[src/rtl/dma_pkg.sv]
package dma_pkg;
  typedef enum logic [2:0] {
    ST_IDLE    = 3'd0,
    ST_HALTREQ = 3'd1,
    ST_WAITBA  = 3'd2,
    ST_SETUP   = 3'd3,
    ST_WRITE   = 3'd4,
    ST_HOLD    = 3'd5,
    ST_RELEASE = 3'd6
  } seq_state_t;
endpackage

[src/rtl/dma_timer.sv]
module dma_timer #(
  parameter int CNT_W = 8
) (
  input  logic             clk,
  input  logic             rst_n,
  input  logic             load,
  input  logic [CNT_W-1:0] load_val,
  output logic             zero
);
  logic [CNT_W-1:0] cnt;

  always_ff @(posedge clk) begin
    if (!rst_n) begin
      cnt <= '0;
    end else if (load) begin
      cnt <= (load_val == '0) ? '0 : load_val - 1'b1;
    end else if (cnt != '0) begin
      cnt <= cnt - 1'b1;
    end
  end

  assign zero = (cnt == '0);
endmodule

[src/rtl/dma_seq.sv]
module dma_seq
  import dma_pkg::*;
#(
  parameter int WR_W    = 4,
  parameter int TIMEOUT = 64,
  parameter int CNT_W   = 8
) (
  input  logic             clk,
  input  logic             rst_n,
  input  logic             req,
  input  logic             bus_avail,
  input  logic [WR_W-1:0]  wr_cycles,
  input  logic             tmr_zero,
  output logic             tmr_load,
  output logic [CNT_W-1:0] tmr_val,
  output logic             halt_n,
  output logic             drive,
  output logic             we_phase,
  output logic             err_timeout
);
  seq_state_t st, st_nx;
  logic req_q;
  logic start;

  assign start = req && !req_q;

  always_comb begin
    st_nx = st;
    unique case (st)
      ST_IDLE:    if (start) st_nx = ST_HALTREQ;
      ST_HALTREQ: st_nx = ST_WAITBA;
      ST_WAITBA:  if (bus_avail) st_nx = ST_SETUP;
                  else if (tmr_zero) st_nx = ST_IDLE;
      ST_SETUP:   st_nx = ST_WRITE;
      ST_WRITE:   if (tmr_zero) st_nx = ST_HOLD;
      ST_HOLD:    st_nx = ST_RELEASE;
      ST_RELEASE: if (!req) st_nx = ST_IDLE;
      default:    st_nx = ST_IDLE;
    endcase
  end

  always_ff @(posedge clk) begin
    if (!rst_n) begin
      st          <= ST_IDLE;
      req_q       <= 1'b0;
      err_timeout <= 1'b0;
    end else begin
      st    <= st_nx;
      req_q <= req;
      if (st == ST_IDLE && start)
        err_timeout <= 1'b0;
      else if (st == ST_WAITBA && !bus_avail && tmr_zero)
        err_timeout <= 1'b1;
    end
  end

  always_comb begin
    tmr_load = 1'b0;
    tmr_val  = '0;
    if (st == ST_HALTREQ) begin
      tmr_load = 1'b1;
      tmr_val  = CNT_W'(TIMEOUT);
    end else if (st == ST_SETUP) begin
      tmr_load = 1'b1;
      tmr_val  = CNT_W'(wr_cycles);
    end
  end

  assign halt_n   = (st == ST_IDLE) || (st == ST_RELEASE);
  assign drive    = (st == ST_SETUP) || (st == ST_WRITE) || (st == ST_HOLD);
  assign we_phase = (st == ST_WRITE);


  timeout_quiet_chk: assert property (@(posedge clk) disable iff (!rst_n)
    $rose(err_timeout) |-> halt_n && !drive);

  release_wait_chk: assert property (@(posedge clk) disable iff (!rst_n)
    (st == ST_RELEASE && req) |=> st == ST_RELEASE);
endmodule

[src/rtl/dma_bus_drive.sv]
module dma_bus_drive #(
  parameter int ADDR_W    = 8,
  parameter int DATA_W    = 4,
  parameter int NUM_BANKS = 2,
  parameter int TGT_BANK  = 1
) (
  input  logic                 drive,
  input  logic                 we_phase,
  input  logic                 bus_avail,
  input  logic                 sw_addr_lsb,
  input  logic                 sw_data_lsb,
  output logic                 bus_oe,
  output logic [ADDR_W-1:0]    addr_o,
  output logic [DATA_W-1:0]    data_o,
  output logic [NUM_BANKS-1:0] ce_n,
  output logic                 we_n
);
  assign bus_oe = drive && bus_avail;
  assign addr_o = bus_oe ? {{(ADDR_W-1){1'b0}}, sw_addr_lsb} : '0;
  assign data_o = bus_oe ? {{(DATA_W-1){1'b0}}, sw_data_lsb} : '0;
  assign we_n   = !(bus_oe && we_phase);

  for (genvar b = 0; b < NUM_BANKS; b++) begin : g_bank
    if (b == TGT_BANK) begin : g_tgt
      assign ce_n[b] = !bus_oe;
    end else begin : g_other
      assign ce_n[b] = 1'b1;
    end
  end
endmodule

[src/rtl/sram_poke_dma.sv]
module sram_poke_dma #(
  parameter int ADDR_W    = 8,
  parameter int DATA_W    = 4,
  parameter int NUM_BANKS = 2,
  parameter int TGT_BANK  = 1,
  parameter int WR_W      = 4,
  parameter int TIMEOUT   = 64
) (
  input  logic                 clk,
  input  logic                 rst_n,
  input  logic                 req,
  input  logic                 sw_addr_lsb,
  input  logic                 sw_data_lsb,
  input  logic [WR_W-1:0]      wr_cycles,
  input  logic                 bus_avail,
  output logic                 halt_n,
  output logic                 bus_oe,
  output logic [ADDR_W-1:0]    addr_o,
  output logic [DATA_W-1:0]    data_o,
  output logic [NUM_BANKS-1:0] ce_n,
  output logic                 we_n,
  output logic                 err_timeout
);
  localparam int TMO_W = $clog2(TIMEOUT + 1);
  localparam int CNT_W = (TMO_W > WR_W) ? TMO_W : WR_W;

  logic             tmr_load, tmr_zero, drive, we_phase;
  logic [CNT_W-1:0] tmr_val;

  dma_seq #(.WR_W(WR_W), .TIMEOUT(TIMEOUT), .CNT_W(CNT_W)) u_seq (
    .clk(clk), .rst_n(rst_n), .req(req), .bus_avail(bus_avail),
    .wr_cycles(wr_cycles), .tmr_zero(tmr_zero), .tmr_load(tmr_load),
    .tmr_val(tmr_val), .halt_n(halt_n), .drive(drive),
    .we_phase(we_phase), .err_timeout(err_timeout)
  );

  dma_timer #(.CNT_W(CNT_W)) u_tmr (
    .clk(clk), .rst_n(rst_n), .load(tmr_load), .load_val(tmr_val),
    .zero(tmr_zero)
  );

  dma_bus_drive #(.ADDR_W(ADDR_W), .DATA_W(DATA_W), .NUM_BANKS(NUM_BANKS),
                  .TGT_BANK(TGT_BANK)) u_drv (
    .drive(drive), .we_phase(we_phase), .bus_avail(bus_avail),
    .sw_addr_lsb(sw_addr_lsb), .sw_data_lsb(sw_data_lsb),
    .bus_oe(bus_oe), .addr_o(addr_o), .data_o(data_o), .ce_n(ce_n),
    .we_n(we_n)
  );


  drive_under_halt_chk: assert property (@(posedge clk) disable iff (!rst_n)
    bus_oe |-> !halt_n && bus_avail);

  halt_first_chk: assert property (@(posedge clk) disable iff (!rst_n)
    $rose(bus_oe) |-> $past(!halt_n));

  strobe_framed_chk: assert property (@(posedge clk) disable iff (!rst_n)
    !we_n |-> bus_oe && !ce_n[TGT_BANK]);

  one_bank_chk: assert property (@(posedge clk) disable iff (!rst_n)
    $countones(~ce_n) <= 1);

  release_chk: assert property (@(posedge clk) disable iff (!rst_n)
    ($fell(bus_oe) && $past(we_n)) |-> halt_n);
endmodule

[config.mk]
export PLATFORM = sky130hd
export DESIGN_NAME = sram_poke_dma
export DESIGN_NICKNAME = d
export VERILOG_FILES = /design/src/rtl/dma_pkg.sv /design/src/rtl/dma_timer.sv /design/src/rtl/dma_seq.sv /design/src/rtl/dma_bus_drive.sv /design/src/rtl/sram_poke_dma.sv
export SDC_FILE = /design/constraint.sdc
export NUM_CORES = 1
export LEC_CHECK = 0
export BUFFER_PORTS_ARGS = -buffer_cell sky130_fd_sc_hd__buf_2
export CORE_MARGIN = 2
export CORE_UTILIZATION = 53
export CTS_CLUSTER_SIZE = 14
export DETAILED_ROUTE_END_ITERATION = 8
export HOLD_SLACK_MARGIN = 0.15
export PLACE_DENSITY = 0.87
export SLEW_MARGIN = 10
export SYNTH_ARGS = -nofsm -noshare
export SYNTH_HDL_FRONTEND = slang
export SYNTH_SLANG_ARGS = --single-unit
[constraint.sdc]
create_clock -name clk -period 3.65 [get_ports clk]
set_input_delay 0.1825 -clock clk [delete_from_list [all_inputs] [get_ports clk]]
set_output_delay 0.1825 -clock clk [all_outputs]
set_load 0.01 [all_outputs]
==> tab_implementation.tex, run 1 <==
\begin{tabular}{lr}
\hline
Metric & Value \\
\hline
\multicolumn{2}{l}{\textbf{Status}} \\
\quad Outcome & completed \\
\multicolumn{2}{l}{\textbf{GRT}} \\
\quad Global-route wire length before repair & 2740 um \\
\quad Antenna violations before repair & 0 \\
\quad Maximum number of pins on one net before global-route repair & 14 \\
\quad GR Overflow Total & 0 \\
\quad Global-route usage over all layers & 18.3\% \\
\quad Vias in the first global route & 653 \\
\multicolumn{2}{l}{\textbf{Synthesis}} \\
\quad Synth Area in Compound Gates & 18.9\% \\
\quad Fraction of registers with async set or reset after synthesis & 0\% \\
\quad Number of cells produced by synthesis & 110 \\
\quad Combinational family with the most area after synthesis & simple AND/OR/NAND/NOR gates \\
\quad Multiplexer fraction of the synthesized cell area & 1.30\% \\
\quad Proportion of netlist area held by the largest area contributor & 27.7\% \\
\quad FF+latch count, synth & 12 \\
\quad Xor and xnor fraction of the mapped netlist area & 5.05\% \\
\quad Basic-gate share of the synthesized area counting and, or, nand and nor cells & 26.7\% \\
\quad Count of flip-flops with a built-in enable after synthesis & 0 \\
\quad Cell Area, Synth & 867 um2 \\
\quad Main area contributors after synthesis & sky130\_fd\_sc\_hd\_\_dfxtp\_1 (28\%), sky130\_fd\_sc\_hd\_\_buf\_4 (9.5\%), sky130\_fd\_sc\_hd\_\_ha\_1 (4.3\%) \\
\quad Number of warnings issued by yosys & 0 \\
\quad Part of the Yosys area used for sequential elements & 27.7\% \\
\quad Unique masters post-synth & 39 \\
\quad Post-Syn Area per Cell & 7.88 um2 \\
\quad Synthesized-area fraction occupied by adder cells & 4.33\% \\
\quad Leading register cell type out of synthesis & sky130\_fd\_sc\_hd\_\_dfxtp\_1 \\
\quad Cell type contributing the most total cell area after synthesis & sky130\_fd\_sc\_hd\_\_dfxtp\_1 \\
\multicolumn{2}{l}{\textbf{Die}} \\
\quad Die boundary height & 44.4 um \\
\quad Number of top-level pins & 28 \\
\quad Initial cell density of the core & 56.9\% \\
\quad Placeable core area & 1520 um2 \\
\quad Standard-cell rows & 14 \\
\quad Die span in x & 44.4 um \\
\quad Area of the die & 1980 um2 \\
\multicolumn{2}{l}{\textbf{Timing}} \\
\quad Maximum operating frequency & 524 MHz \\
\quad Max-slew violation count & 0 \\
\quad Unrepaired setup endpoints after global routing & false \\
\quad Number of hold violations in the final report & 0 \\
\quad Minimum clock period & 1.91 ns \\
\quad Final count of negative-setup-slack endpoints & 0 \\
\quad Final worst setup slack & 1.74 ns \\
\quad Clock Skews & 0.00103 ns \\
\quad Final worst-path cycle share & 52.3\% \\
\quad Setup total negative slack & 0 ns \\
\multicolumn{2}{l}{\textbf{Drt}} \\
\quad DRC marker count from the first detailed-route iteration & 11 \\
\quad Via density & 5.74 \\
\quad Initial DRT Pass Iterations & 4 \\
\quad Detailed-route wire length on metal 1 & 700 um \\
\quad Total DRC errors in the routed layout & 0 \\
\quad Vias & 792 \\
\quad Wirelength per Cell & 11.9 um \\
\quad Overall routed net length & 1650 um \\
\quad Detail Route Antenna Nets & 0 \\
\quad Wire length on met3 & 104 um \\
\quad Max layer used & met4 \\
\quad Met2 routed WL & 838 um \\
\multicolumn{2}{l}{\textbf{Critical path}} \\
\quad Cell-by-cell listing of the critical path & and2b\_1, nand2\_1, a21oi\_1, and2\_1, buf\_2 \\
\quad Element type at the critical path end & output pin \\
\quad Worst path buffer plus inverter count & 1 \\
\quad Stage delay of the slowest cell on the critical path & 0.52 ns \\
\quad Worst setup SP type & flip-flop \\
\quad Library cell contributing the largest single delay on the critical path & sky130\_fd\_sc\_hd\_\_dfxtp\_1 \\
\quad Critical Path Fanout Max & 10 \\
\quad Critical setup path kind & flip-flop to output pin \\
\quad Cell class contributing the biggest share of worst-path delay & simple AND/OR/NAND/NOR gates \\
\quad Required time of the worst setup path & 3.47 ns \\
\quad Critical Path AT & 1.73 ns \\
\multicolumn{2}{l}{\textbf{Final layout}} \\
\quad Fraction of layout instances using a drive strength above 1 & 18.0\% \\
\quad \# nets final & 137 \\
\quad Antenna fix cells & 0 \\
\quad Relative area change from synthesis to final layout & 5.05\% \\
\multicolumn{2}{l}{\textbf{Clock network}} \\
\quad Clock latency on the worst-skew pair & 0.26 ns \\
\quad TritonCTS Buffers & 3 \\
\quad CTS sink count & 12 \\
\quad CTS-repair resized insts & 0 \\
\quad Cell at the root of the clock tree & sky130\_fd\_sc\_hd\_\_clkbuf\_4 \\
\quad H-tree levels & 1 \\
\quad Number of post-CTS setup repair buffers & 0 \\
\quad Clock tree from TritonCTS & yes \\
\quad Deepest clock path buffer count & 2 \\
\quad Number of hold buffers added after cts & 0 \\
\quad Clock transition at the register clock pins on the worst setup and hold paths after CTS & 0.08 ns \\
\multicolumn{2}{l}{\textbf{Placed design}} \\
\quad Placer's final routability congestion estimate & 0.817 \\
\quad Count of input and output buffers & 16 \\
\quad Worst setup timing slack at the placement stage & 1.87 ns \\
\quad Detailed Place HPWL & 1290 um \\
\multicolumn{2}{l}{\textbf{Pwr}} \\
\quad Lkg Pwr & 0.405 nW \\
\quad Clock group share of total power & 14.6\% \\
\quad Cell-internal power & 329 uW \\
\quad Sequential power share & 38.3\% \\
\quad Power per unit of standard cell area & 605 nW/um2 \\
\quad Share of power burned in combinational logic & 47.1\% \\
\quad Largest voltage drop on the vdd net & 311 uV \\
\quad Sw power & 222 uW \\
\quad Switching Share & 40.2\% \\
\multicolumn{2}{l}{\textbf{Min path}} \\
\quad Worst min path class & primary input to flip-flop \\
\multicolumn{2}{l}{\textbf{Run}} \\
\quad Max-cap violations & 0 \\
\hline
\end{tabular}
-- routing by layer --
metal | global-route usage (%) | vias up
met4 | 3.64 | 0
met2 | 31.5 | 36
met5 | 0 | -
met1 | 24.3 | 368
met3 | 2.45 | 2
li1 | - | 386
-- cell type report --
type | instances | area, um2
fill | 133 | 613
inverter | 5 | 18.8
timing repair buffer | 16 | 80.1
sequential | 12 | 240
multi-input combinational | 86 | 529
tap | 16 | 20.0
clock buffer | 3 | 22.5
-- cells in the final DEF (no fill, tap or decap), drive strengths merged, types with 4 or more instances in the layout --
cell,instances
nand2,8
nor2,9
a21oi,6
inv,5
dfxtp,12
conb,11
nand3,4
buf,16
and2,4
or3,4
-- synth_stat cells (all sizes together), types with 2 or more instances --
master / n
o2bb2ai: 2
nor3: 3
conb: 2
nor2b: 2
ha: 3
o41ai: 2
a21boi: 2
buf: 15
or3: 4
nand3: 4
xor2: 2
nand2: 8
o21ai: 3
dfxtp: 12
nand2b: 2
xnor2: 3
o32ai: 3
and3: 2
inv: 5
a21oi: 6
and2: 4
nor2: 9
-- cells by family after synthesis --
family,count (synthesis)
AO/OA/AOI/OAI,23
XOR/XNOR,5
adder cells (fa/ha/maj),3
buffers and inverters,21
flip-flops,12
multiplexers,1
other,2
AND/OR/NAND/NOR,43
-- metrics by stage --
step | cells | total power [mW] | instance area (um2) | hold WS [ns] | util [%]
after floorplan | 119 | 0.442 | 901 | 0.304 | -
after global routing | 138 | 0.595 | 911 | 0.197 | 59.8
after detailed placement | 135 | 0.470 | 888 | 0.440 | 58.3
final | 138 | 0.551 | 911 | 0.178 | 59.8
after CTS | 138 | 0.552 | 911 | 0.176 | 59.8
after global placement | 135 | 0.461 | 888 | 0.427 | 58.3
-- sequential cells by signal, summed over array words and instances, names as in the netlist --
name	cells
u_tmr.cnt	7
u_seq.st	3
u_seq.err_timeout	1
u_seq.req_q	1
-- power by group through the flow --
stage	Combinational [mW]	Clock [mW]	Sequential, mW
after global placement	0.249	0	0.212
after floorplan	0.245	0	0.197
after detailed placement	0.256	0	0.215
final	0.259	0.0806	0.211
after global routing	0.294	0.0851	0.216
after CTS	0.259	0.0815	0.212
-- worst paths after layout --
path | start | to | slack (ns) | cells past startpoint
worst min-delay path | req | u_seq.req_q | 0.18 | 2
worst max-delay path | u_seq.st[0] | addr_o[0] | 1.74 | 5
worst max register to register | u_seq.st[2] | u_tmr.cnt[0] | 1.84 | 6
worst min register to register | u_tmr.cnt[6] | u_tmr.cnt[6] | 0.47 | 2
(Power assumes the default switching activity.)
==> inputs of run 2 (changes only) <==
--- a/config.mk
+++ b/config.mk
@@ -7,11 +7,11 @@
 export LEC_CHECK = 0
 export BUFFER_PORTS_ARGS = -buffer_cell sky130_fd_sc_hd__buf_2
 export CORE_MARGIN = 2
-export CORE_UTILIZATION = 53
+export CORE_UTILIZATION = 49
 export CTS_CLUSTER_SIZE = 14
 export DETAILED_ROUTE_END_ITERATION = 8
 export HOLD_SLACK_MARGIN = 0.15
-export PLACE_DENSITY = 0.87
+export PLACE_DENSITY = 0.81
 export SLEW_MARGIN = 10
 export SYNTH_ARGS = -nofsm -noshare
 export SYNTH_HDL_FRONTEND = slang
==> constraint.sdc (replaced) <==
create_clock -name clk -period 1.8 [get_ports clk]
set_input_delay 0.09 -clock clk [delete_from_list [all_inputs] [get_ports clk]]
set_output_delay 0.09 -clock clk [all_outputs]
set_load 0.01 [all_outputs]
==> tab_implementation.tex, run 2 (synthesis gave the netlist of run 1 again) <==
\begin{tabular}{lr}
\hline
Metric & Value \\
\hline
\multicolumn{2}{l}{\textbf{Placed design}} \\
\quad Placer's final routability congestion estimate & 0.825 (+1.0\%) \\
\quad Detailed Place HPWL & 1290 um (+0.23\%) \\
\quad \# placed instances & 139 (+3.0\%) \\
\quad Count of input and output buffers & 16 (unchanged) \\
\multicolumn{2}{l}{\textbf{Pwr}} \\
\quad Largest voltage drop on the vdd net & 782 uV (+150\%) \\
\quad Power per unit of standard cell area & 1220 nW/um2 (+100\%) \\
\quad Lkg Pwr & 0.441 nW (+8.9\%) \\
\multicolumn{2}{l}{\textbf{Timing}} \\
\quad Minimum clock period & 1.72 ns \\
\quad Clock Skews & 0.00212 ns (+0.00109 ns) \\
\quad Final worst-path cycle share & 95.7\% \\
\quad Minimum hold slack & 0.154 ns (-0.0237 ns) \\
\quad Number of hold violations in the final report & 0 (unchanged) \\
\quad Max-slew violation count & 0 (unchanged) \\
\quad Maximum operating frequency & 581 MHz \\
\quad Setup total negative slack & 0 ns (unchanged) \\
\quad Final count of negative-setup-slack endpoints & 0 (unchanged) \\
\quad Unrepaired setup endpoints after global routing & false \\
\multicolumn{2}{l}{\textbf{GRT}} \\
\quad Global-route usage over all layers & 18.1\% (-0.19 points) \\
\quad Maximum number of pins on one net before global-route repair & 14 (unchanged) \\
\quad Global-route wire length before repair & 2730 um (-0.51\%) \\
\quad GR Overflow Total & 0 (unchanged) \\
\quad Vias in the first global route & 634 (-2.9\%) \\
\quad Antenna violations before repair & 0 (unchanged) \\
\multicolumn{2}{l}{\textbf{Final layout}} \\
\quad Total area of multi-input combinational cells & 533 um2 (+0.71\%) \\
\quad Area occupied by registers & 241 um2 (+0.52\%) \\
\quad Fin cells & 146 (+5.8\%) \\
\quad Leading cell type in the layout, fill and taps excluded & sky130\_fd\_sc\_hd\_\_buf\_2 \\
\quad Commonest cells after routing, fill and taps aside & sky130\_fd\_sc\_hd\_\_buf\_2 (16), sky130\_fd\_sc\_hd\_\_conb\_1 (11), sky130\_fd\_sc\_hd\_\_dfxtp\_1 (11) \\
\quad Biggest registers after layout & u\_tmr.cnt x7, u\_seq.st x3 \\
\quad Relative area change from synthesis to final layout & 13.4\% \\
\quad \# nets final & 143 (+4.4\%) \\
\quad Fraction of layout instances using a drive strength above 1 & 21.7\% (+3.7 points) \\
\quad Antenna fix cells & 0 (unchanged) \\
\quad Most flop-heavy register & u\_tmr.cnt \\
\quad Number of filler instances in the final layout & 152 (+14\%) \\
\quad Max FFs per register & 7 (unchanged) \\
\multicolumn{2}{l}{\textbf{Drt}} \\
\quad Wirelength per Cell & 11.7 um (-2.0\%) \\
\quad Via density & 5.34 (-7.0\%) \\
\quad Total DRC errors in the routed layout & 0 (unchanged) \\
\quad DRC marker count from the first detailed-route iteration & 36 (+25) \\
\quad Vias & 779 (-1.6\%) \\
\quad Initial DRT Pass Iterations & 4 (unchanged) \\
\quad Detail Route Antenna Nets & 0 (unchanged) \\
\quad Overall routed net length & 1710 um (+3.7\%) \\
\multicolumn{2}{l}{\textbf{Clock network}} \\
\quad Clock latency on the worst-skew pair & 0.28 ns (+0.02 ns) \\
\quad TritonCTS Buffers & 3 (unchanged) \\
\quad Number of post-CTS setup repair buffers & 0 (unchanged) \\
\quad Deepest clock path buffer count & 2 (unchanged) \\
\quad Clock tree from TritonCTS & yes \\
\quad Cell at the root of the clock tree & sky130\_fd\_sc\_hd\_\_clkbuf\_4 \\
\quad Clock transition at the register clock pins on the worst setup and hold paths after CTS & 0.08 ns (about the same) \\
\quad CTS sink count & 12 (unchanged) \\
\quad H-tree levels & 1 (unchanged) \\
\multicolumn{2}{l}{\textbf{Status}} \\
\quad Outcome & completed \\
\multicolumn{2}{l}{\textbf{Critical path}} \\
\quad Critical Path Fanout Max & 10 (unchanged) \\
\quad Critical Path AT & 1.92 ns (+0.19 ns) \\
\quad Element type at the critical path end & flip-flop \\
\quad Worst setup SP type & flip-flop \\
\quad Critical setup path kind & flip-flop to flip-flop \\
\quad Required time of the worst setup path & 1.99 ns (-1.48 ns) \\
\multicolumn{2}{l}{\textbf{Min path}} \\
\quad Worst min path class & primary input to flip-flop \\
\multicolumn{2}{l}{\textbf{Die}} \\
\quad Number of top-level pins & 28 (unchanged) \\
\quad Placeable core area & 1690 um2 (+11\%) \\
\quad Initial cell density of the core & 51.3\% (-5.6 points) \\
\quad Die span in x & 46.1 um (+3.6\%) \\
\quad Area of the die & 2120 um2 (+7.4\%) \\
\quad Standard-cell rows & 15 (+1) \\
\quad Die boundary height & 46.1 um (+3.6\%) \\
\multicolumn{2}{l}{\textbf{Run}} \\
\quad Max-cap violations & 0 (unchanged) \\
\hline
\end{tabular}
run 2: area by class of cell:
| cell class | instances | share of cell area (%) |
|---|---|---|
| flip-flops and latches | 12 | 24.6 |
| well taps | 17 | 2.16 |
| inverters | 5 | 1.91 |
| multi-input cells | 86 | 54.2 |
| clock buffers | 4 | 3.69 |
| repair buffers | 22 | 13.5 |
run 2: path summary, 6_finish.rpt:
| path | from | endpoint | slack (ns) | depth (start not counted) |
|---|---|---|---|---|
| min | wr_cycles[0] | u_tmr.cnt[0] | 0.15 | 3 |
| min reg2reg | u_tmr.cnt[6] | u_tmr.cnt[6] | 0.49 | 2 |
| max | u_tmr.cnt[2] | u_tmr.cnt[1] | 0.08 | 4 |
| max reg2reg | u_tmr.cnt[2] | u_tmr.cnt[1] | 0.08 | 4 |
run 2: critical path: stages, from the launching register on:
cell,delay (ns)
sky130_fd_sc_hd__dfxtp_1,0.36
sky130_fd_sc_hd__nor4_2,0.35
sky130_fd_sc_hd__and3b_1,0.44
sky130_fd_sc_hd__mux2_2,0.38
sky130_fd_sc_hd__o32ai_1,0.11
run 2: repair_timing:
item / CTS / global route
endpoints found under the setup margin: 0 / 3
hold buffers: 3 / 0
resized for setup: 0 / 2
endpoints found under the hold margin: 7 / 0
run 2: power breakdown:
group	total (mW)	switching [mW]	internal [mW]
clock network	0.221	0.0982	0.123
registers	0.420	0.0765	0.344
logic	0.555	0.293	0.262
total	1.20	0.468	0.729
run 2: layer usage:
metal	vias to the layer above	part of all wire, %	track usage [%]	wire (um)
met5	-	0	0	0
met4	0	1.6	10.3	27
met3	4	3.7	4.71	64
met2	20	46	26.7	791
met1	354	48	23.6	826
li1	401	-	-	-
run 2: through the flow:
step	setup slack [ns]	power (mW)	cell area (um2)	util (%)
floorplan	0.294	0.897	901	-
global placement	0.210	0.943	912	54.0
detailed placement	0.115	0.964	912	54.0
CTS	0.0670	1.19	978	57.9
global route	0.0135	1.30	983	58.2
finish	0.0779	1.20	983	58.2
